$ cat src/rtl/ssref_pkg.sv
package ssref_pkg;

  // Sequencer phases
  typedef enum logic [1:0] {
    SS_OFF  = 2'd0,  // disabled, reference at zero
    SS_HOLD = 2'd1,  // hiccup wait with the reference at zero
    SS_RAMP = 2'd2,  // staircase climbing
    SS_DONE = 2'd3   // full scale reached
  } ss_state_e;

endpackage

$ cat src/rtl/ssref_span_ctr.sv
// Tick counter shared by the hold and ramp phases.
module ssref_span_ctr #(
  parameter int W = 11
) (
  input  logic         clk,
  input  logic         rst,
  input  logic         clr,
  input  logic         inc,
  output logic [W-1:0] cnt,
  output logic         full
);

  always_ff @(posedge clk) begin
    if (rst || clr) begin
      cnt <= '0;
    end else if (inc) begin
      cnt <= cnt + {{(W-1){1'b0}}, 1'b1};
    end
  end

  assign full = &cnt;

endmodule

$ cat src/rtl/ssref_ctrl.sv
// Phase control: decides the next phase, the counter action and the next step code.
module ssref_ctrl
  import ssref_pkg::*;
#(
  parameter int STEP_W = 6,
  parameter int CYC_W  = 5,
  localparam int CNT_W = STEP_W + CYC_W
) (
  input  logic              clk,
  input  logic              rst,
  input  logic              en,
  input  logic              restart,
  input  logic              tick,
  input  logic [CNT_W-1:0]  cnt,
  input  logic              full,
  output logic              ctr_clr,
  output logic              ctr_inc,
  output ss_state_e         state_nxt,
  output logic [STEP_W-1:0] step_nxt
);

  localparam logic [STEP_W-1:0] STEP_TOP = '1;
  localparam logic [STEP_W-1:0] STEP_PEN = STEP_TOP - {{(STEP_W-1){1'b0}}, 1'b1};
  localparam logic [STEP_W-1:0] STEP_ONE = {{(STEP_W-1){1'b0}}, 1'b1};

  ss_state_e         state_q;
  logic [STEP_W-1:0] cur_step;
  logic              step_wrap;
  logic              at_pen;

  assign cur_step  = cnt[CNT_W-1:CYC_W];
  assign step_wrap = &cnt[CYC_W-1:0];
  assign at_pen    = (cur_step == STEP_PEN);

  always_comb begin
    state_nxt = state_q;
    ctr_clr   = 1'b0;
    ctr_inc   = 1'b0;
    step_nxt  = cur_step;
    if (!en) begin
      state_nxt = SS_OFF;
      ctr_clr   = 1'b1;
      step_nxt  = '0;
    end else if (restart) begin
      state_nxt = SS_HOLD;
      ctr_clr   = 1'b1;
      step_nxt  = '0;
    end else begin
      unique case (state_q)
        SS_OFF: begin
          state_nxt = SS_RAMP;
          ctr_clr   = 1'b1;
          step_nxt  = '0;
        end
        SS_HOLD: begin
          step_nxt = '0;
          if (tick) begin
            if (full) begin
              state_nxt = SS_RAMP;
              ctr_clr   = 1'b1;
            end else begin
              ctr_inc = 1'b1;
            end
          end
        end
        SS_RAMP: begin
          if (tick) begin
            ctr_inc = 1'b1;
            if (step_wrap) begin
              step_nxt = cur_step + STEP_ONE;
              if (at_pen) begin
                state_nxt = SS_DONE;
              end
            end
          end
        end
        SS_DONE: begin
          step_nxt = STEP_TOP;
        end
        default: begin
          state_nxt = SS_OFF;
          ctr_clr   = 1'b1;
          step_nxt  = '0;
        end
      endcase
    end
  end

  always_ff @(posedge clk) begin
    if (rst) begin
      state_q <= SS_OFF;
    end else begin
      state_q <= state_nxt;
    end
  end

endmodule

$ cat src/rtl/ssref_outreg.sv
// Registered outputs aligned with the phase register.
module ssref_outreg
  import ssref_pkg::*;
#(
  parameter int STEP_W = 6
) (
  input  logic              clk,
  input  logic              rst,
  input  ss_state_e         state_nxt,
  input  logic [STEP_W-1:0] step_nxt,
  output logic [STEP_W-1:0] ref_code,
  output logic              ss_active,
  output logic              ss_done
);

  always_ff @(posedge clk) begin
    if (rst) begin
      ref_code  <= '0;
      ss_active <= 1'b0;
      ss_done   <= 1'b0;
    end else begin
      ref_code  <= step_nxt;
      ss_active <= (state_nxt == SS_HOLD) || (state_nxt == SS_RAMP);
      ss_done   <= (state_nxt == SS_DONE);
    end
  end

endmodule

$ cat src/rtl/ssref_seq.sv
// Staircase soft-start reference sequencer, top level.
module ssref_seq
  import ssref_pkg::*;
#(
  parameter int STEP_W = 6,  // 2**STEP_W steps
  parameter int CYC_W  = 5   // 2**CYC_W ticks per step
) (
  input  logic              clk,
  input  logic              rst,
  input  logic              en,
  input  logic              fault_rst,
  input  logic              sw_tick,
  output logic [STEP_W-1:0] ref_code,
  output logic              ss_active,
  output logic              ss_done
);

  localparam int CNT_W = STEP_W + CYC_W;

  logic [CNT_W-1:0]  cnt;
  logic              full;
  logic              ctr_clr;
  logic              ctr_inc;
  ss_state_e         state_nxt;
  logic [STEP_W-1:0] step_nxt;

  ssref_span_ctr #(.W(CNT_W)) u_ctr (
    .clk  (clk),
    .rst  (rst),
    .clr  (ctr_clr),
    .inc  (ctr_inc),
    .cnt  (cnt),
    .full (full)
  );

  ssref_ctrl #(.STEP_W(STEP_W), .CYC_W(CYC_W)) u_ctrl (
    .clk       (clk),
    .rst       (rst),
    .en        (en),
    .restart   (fault_rst),
    .tick      (sw_tick),
    .cnt       (cnt),
    .full      (full),
    .ctr_clr   (ctr_clr),
    .ctr_inc   (ctr_inc),
    .state_nxt (state_nxt),
    .step_nxt  (step_nxt)
  );

  ssref_outreg #(.STEP_W(STEP_W)) u_out (
    .clk       (clk),
    .rst       (rst),
    .state_nxt (state_nxt),
    .step_nxt  (step_nxt),
    .ref_code  (ref_code),
    .ss_active (ss_active),
    .ss_done   (ss_done)
  );

endmodule

$ cat config.mk
export PLATFORM = sky130hd
export DESIGN_NAME = ssref_seq
export DESIGN_NICKNAME = d
export VERILOG_FILES = /design/src/rtl/ssref_pkg.sv /design/src/rtl/ssref_span_ctr.sv /design/src/rtl/ssref_ctrl.sv /design/src/rtl/ssref_outreg.sv /design/src/rtl/ssref_seq.sv
export SDC_FILE = /design/constraint.sdc
export NUM_CORES = 1
export LEC_CHECK = 0
export BUFFER_PORTS_ARGS = -buffer_cell sky130_fd_sc_hd__buf_2
export CAP_MARGIN = 5
export CORE_MARGIN = 10
export CORE_UTILIZATION = 56
export CTS_CLUSTER_DIAMETER = 200
export DETAILED_ROUTE_END_ITERATION = 6
export PLACE_DENSITY = 0.76
export SETUP_SLACK_MARGIN = 0.3
export SYNTH_ARGS = -nofsm -noshare
export SYNTH_HDL_FRONTEND = slang
export SYNTH_HIERARCHICAL = 1
export SYNTH_SLANG_ARGS = --single-unit
$ cat constraint.sdc
create_clock -name clk -period 2.57 [get_ports clk]
set_clock_uncertainty 0.2 [all_clocks]
set_input_delay 0.257 -clock clk [delete_from_list [all_inputs] [get_ports clk]]
set_output_delay 0.257 -clock clk [all_outputs]
set_load 0.005 [all_outputs]
==> results of run 1 <==
## flip-flops by register name (all words and copies together), names as in the netlist
name             flops
u_out/ref_code       6
u_ctrl/state_q       2
u_out/ss_active      1
u_out/ss_done        1
u_ctr/cnt           11
## cells by family after synthesis
logic type / after synthesis / share of synthesized area
buf+inv: 11 / 0.0496
xor+xnor: 9 / 0.0680
mux: 1 / 0.00863
fa+ha+maj: 8 / 0.0863
simple gates: 55 / 0.287
flops: 21 / 0.362
compound gates: 26 / 0.138
## cells in the mapped netlist (all sizes together), types with 6 or more instances
library cell,instances,area (um2)
nor2b,10,62.6
xor2,7,61.3
nand2,6,22.5
inv,7,26.3
a21oi,6,30.0
dfxtp,21,420
nor2,7,26.3
o21ai,10,50.0
ha,8,100
nand4,7,50.1
nand3,10,62.6
## repair_timing
item,CTS,global route
pin swaps,0,1
hold endpoints to repair,0,0
setup endpoints to repair,1,5
gates resized for setup,1,8
## per-layer routing
metal / GRT usage / vias to the layer above
met3: 0.0339 / 4
li1: - / 511
met5: 0 / -
met4: 0.0561 / 0
met2: 0.201 / 16
met1: 0.119 / 456
## worst reg2reg max path: cells and delay by family (launching register included)
family | cells | cell delay (ps)
and+or+nand+nor | 4 | 960
DFF | 1 | 440
adders and majority gates | 1 | 280
AOI/OAI and AO/OA | 1 | 160
buffers and inverters | 1 | 100
## where the power goes
group	internal (mW)	leakage [nW]	switching, mW
logic	0.0126	0.289	0.0164
clock network	0.0605	0.0150	0.0943
registers	0.328	0.172	0.00221
total	0.401	0.476	0.113
## final cells by class
type | count | area share
clock buffers | 4 | 0.0200
multi-input cells | 99 | 0.535
well taps | 27 | 0.0258
repair buffers | 17 | 0.0744
inverters | 7 | 0.0200
flip-flops and latches | 21 | 0.324
## stage by stage
stage,total power [mW],setup WS [ps]
5_1_grt,0.539,231
6_report,0.514,376
3_3_place_gp,0.365,397
4_1_cts,0.523,320
3_5_place_dp,0.366,298
2_1_floorplan,0.354,339
## worst max path at each step
| stage | end | slack (ps) | depth (start not counted) |
|---|---|---|---|
| 2_1_floorplan | u_out/ss_active | 340 | 9 |
| 4_1_cts | u_ctr/cnt[9] | 320 | 7 |
| 3_5_place_dp | u_out/ss_active | 300 | 9 |
| 5_1_grt | u_ctr/cnt[9] | 230 | 7 |
| 6_report | u_ctr/cnt[9] | 380 | 7 |
| 3_3_place_gp | u_out/ss_active | 400 | 9 |
==> out/results.ini, run 1 <==
[routing]
drt-met1-wl_um=1050
dr.max_layer_used=met4
wirelength_um=2330
via_count=987
ant_nets=0
viasPerCell=5.64
wl_per_cell_um=13.3
firstDrtPassIters=4
drc=0
wl_met2_um=1120
drt-initial-drc-count=24
met3WireLength_um=125

[critical_path]
crit_arrival_ps=2230
reg2reg_slack_ps=380
r2r_start=u_ctrl/state_q[0]
path_max_fanout=6
critPathMaxStageDelay_ps=450
worstPathRequired_ps=2600
rr_worst_depth=7
cp-startpoint=u_ctrl/state_q[0]
cp-end-kind=flop
path_common_cell=nand3_1
path_buf_inv=1
cpLargestDelayFamily=simple AND/OR/NAND/NOR gates
start_kind=flop
cp_cell_sequence=inv_1, ha_1, nand3_1, nor2_2, nand3_1, or4_1, a21oi_1
slowest_stage=or4_1
crit_type=flop to flop
rr_endpoint=u_ctr/cnt[9]

[sta]
hold_viol=0
min_period_over_period=0.854
slew_violations=0
finalSetupViolations=0
fin_crit_ps=2190
rsz0062_at_grt=yes
fmax_mhz=456
hold_ws_ps=35.9
finalSetupTns_ps=0
relSlewSlack=0.801
worst_pin_slew_ps=299

[cts]
clockBufferDepth=2
path_clk_slew_ps=110
clk_latency_ps=300
numCtsBuffers=3
cts_tree=built
hold_buffers=0
cts_max_level=1
cts_sinks=21
post_cts_buffers=0
ctsRootBufferMaster=clkbuf_4

[floorplan]
num_io_pins=13
core_area_um2=1960
dieArea_um2=4290
fp.dieW_um=65.5
start_util=0.591
rows=16
fp.dieH_um=65.5

[yosys]
syn_nets=144
synth_area_um2=1160
synth_edf_count=0
synth_ff_type=dfxtp_1
syn_inst=131
synth-seq-cells=21
postSynthAreaPerCell_um2=8.85
ys_warn_count=6
async_flop_share=0
synth_cell_types=35
yosysSeqAreaShare=0.362

[run]
max_cap_viol_count=0

[power]
powerDensity_nw_per_um2=392
power_leakage_nw=0.476
vdd_drop_max_mv=0.296

[grt]
grt_overflow=0
grtUsageTotal=0.113
grt_pass1_wl_um=3940
grt_pass1_vias=941
antenna_found_initial=0
grt_max_degree=14

[min_path]
whs_path_depth=2
hold_path_class=input pin to flop
holdPathEnd=u_ctrl/state_q[0]
holdCritStartpoint=en

[final_layout]
postLayoutCoreUtil=0.668
diodes=0
area.sequential_um2=425
final_cell_mix=17 x dfxtp_1, 12 x buf_2, 10 x nor2b_1
drive_gt1_frac=0.223
final_common_cell=dfxtp_1
multi_input_area_um2=702
fin_area_um2=1310
synthToLayoutAreaGrowth_pct=13.1
final_cell_count_no_fill=175
nets=162
nFillCells=193

[placement]
place_area_um2=1260
post-place-cells=171
port_buffers=12
dp_hpwl_um=1770
gp_congestion=0.850

[outcome]
status=complete, no violations

Note: power is estimated with default switching activity, not from simulation.
==> run 2, diff against run 1 <==
--- a/config.mk
+++ b/config.mk
@@ -6,12 +6,12 @@
 export NUM_CORES = 1
 export LEC_CHECK = 0
 export BUFFER_PORTS_ARGS = -buffer_cell sky130_fd_sc_hd__buf_2
-export CAP_MARGIN = 5
+export CAP_MARGIN = 20
 export CORE_MARGIN = 10
-export CORE_UTILIZATION = 56
+export CORE_UTILIZATION = 61
 export CTS_CLUSTER_DIAMETER = 200
 export DETAILED_ROUTE_END_ITERATION = 6
-export PLACE_DENSITY = 0.76
+export PLACE_DENSITY = 0.82
 export SETUP_SLACK_MARGIN = 0.3
 export SYNTH_ARGS = -nofsm -noshare
 export SYNTH_HDL_FRONTEND = slang
==> constraint.sdc (replaced) <==
create_clock -name clk -period 2.6 [get_ports clk]
set_clock_uncertainty 0.2 [all_clocks]
set_input_delay 0.26 -clock clk [delete_from_list [all_inputs] [get_ports clk]]
set_output_delay 0.26 -clock clk [all_outputs]
set_load 0.005 [all_outputs]
==> out/results.ini, run 2 (synthesis gave the netlist of run 1 again) <==
[critical_path]
crit_arrival_ps=2270
crit_type=flop to flop
cp-startpoint=u_ctrl/state_q[1]
r2r_start=u_ctrl/state_q[1]
rr_endpoint=u_ctr/cnt[9]
rr_worst_depth=7
reg2reg_slack_ps=360
worstPathRequired_ps=2630
path_max_fanout=8
start_kind=flop
cp-endpoint=u_ctr/cnt[9]
cp-end-kind=flop

[floorplan]
start_util=0.657
core_area_um2=1760
rows=15
fp.dieW_um=63.6
num_io_pins=13
fp.dieH_um=63.6
dieArea_um2=4050

[final_layout]
nFillCells=152
multi_input_area_um2=729
nets=162
diodes=0
largest_register_ffs=11
postLayoutCoreUtil=0.758
top_register=u_ctr/cnt
synthToLayoutAreaGrowth_pct=15.3
drive_gt1_frac=0.250
top_regs=u_ctr/cnt (11), u_out/ref_code (6), u_ctrl/state_q (2)
fin_area_um2=1340
final_cell_mix=16 x dfxtp_1, 12 x buf_2, 10 x nor2b_1
final_common_cell=dfxtp_1
area.sequential_um2=427

[routing]
wirelength_um=2660
firstDrtPassIters=5
wl_per_cell_um=15.4
drt-initial-drc-count=42
ant_nets=0
viasPerCell=5.92
drc=0
via_count=1024

[cts]
clockBufferDepth=2
cts_max_level=1
path_clk_slew_ps=120
cts_tree=built
clk_latency_ps=300
ctsRootBufferMaster=clkbuf_4
numCtsBuffers=3
hold_buffers=0
cts_sinks=21

[sta]
fin_crit_ps=2240
relSlewSlack=0.797
fmax_mhz=446
hold_viol=0
min_period_over_period=0.862
finalSetupViolations=0
finalSetupTns_ps=0
hold_ws_ps=57.2
rsz0062_at_grt=yes
worst_pin_slew_ps=300
slew_violations=0

[placement]
dp_hpwl_um=1810
gp_congestion=0.866
port_buffers=12
place_area_um2=1260

[power]
power_leakage_nw=0.493
total_power_mw=0.514
p_int_mw=0.397
power_frac_clock=0.303
seq_power_share=0.636
powerDensity_nw_per_um2=384
vdd_drop_max_mv=0.349
p_sw_frac=0.227
p_sw_mw=0.117
combPwrFrac=0.061

[run]
max_cap_viol_count=0

[grt]
grt_pass1_wl_um=4120
grt_max_degree=14
grtUsageTotal=0.119
grt_pass1_vias=967
antenna_found_initial=0
grt_overflow=0

[outcome]
status=complete, no violations

[min_path]
hold_path_class=input pin to flop

[run 2: worst min-delay path by stage]
stage,from,to,slack (ps),depth (start not counted)
floorplan,rst,u_ctrl/state_q[1],130,1
global placement,u_ctr/cnt[10],u_ctr/cnt[10],340,2
detailed placement,u_ctr/cnt[10],u_ctr/cnt[10],350,2
CTS,en,u_ctrl/state_q[0],40,2
global route,en,u_ctrl/state_q[0],50,2
finish,rst,u_out/ref_code[1],60,2
[run 2: worst max-delay path, stage by stage, from the launching register on]
cell	delay [ps]
dfxtp_1	440
inv_1	120
ha_1	300
nand3_1	120
nor2_4	240
nand3_2	140
or4_1	430
a21oi_1	160
[run 2: through the flow]
stage | std cells | worst slack (ps)
detailed placement | 169 | 206
floorplan | 131 | 369
finish | 173 | 359
global route | 173 | 290
global placement | 169 | 291
CTS | 173 | 331
[run 2: area by class of cell]
class                      instances  area share
multi-input combinational         99       0.545
sequential                        21       0.319
timing repair buffer              17      0.0730
tap                               25      0.0234
clock buffer                       4      0.0196
inverter                           7      0.0196
[run 2: what timing repair did]
action,CTS,global route
gates resized for setup,2,12
cloned,0,0
pin swaps,0,1
endpoints found under the setup margin,6,7
setup buffers,0,0
endpoints found under the hold margin,0,0
[run 2: per-layer routing]
| metal | track usage | vias up | wire length (um) |
|---|---|---|---|
| met5 | 0 | - | 0 |
| met4 | 0.0355 | 0 | 22 |
| met3 | 0.0371 | 4 | 204 |
| met2 | 0.220 | 34 | 1410 |
| met1 | 0.125 | 481 | 1020 |
| li1 | - | 505 | - |
[run 2: power groups by stage]
stage | Combinational, mW | Sequential [mW] | Clock [mW]
2_1_floorplan | 0.0164 | 0.334 | 0
4_1_cts | 0.0284 | 0.327 | 0.164
6_report | 0.0315 | 0.327 | 0.155
3_3_place_gp | 0.0270 | 0.334 | 0
5_1_grt | 0.0354 | 0.327 | 0.175
3_5_place_dp | 0.0280 | 0.334 | 0
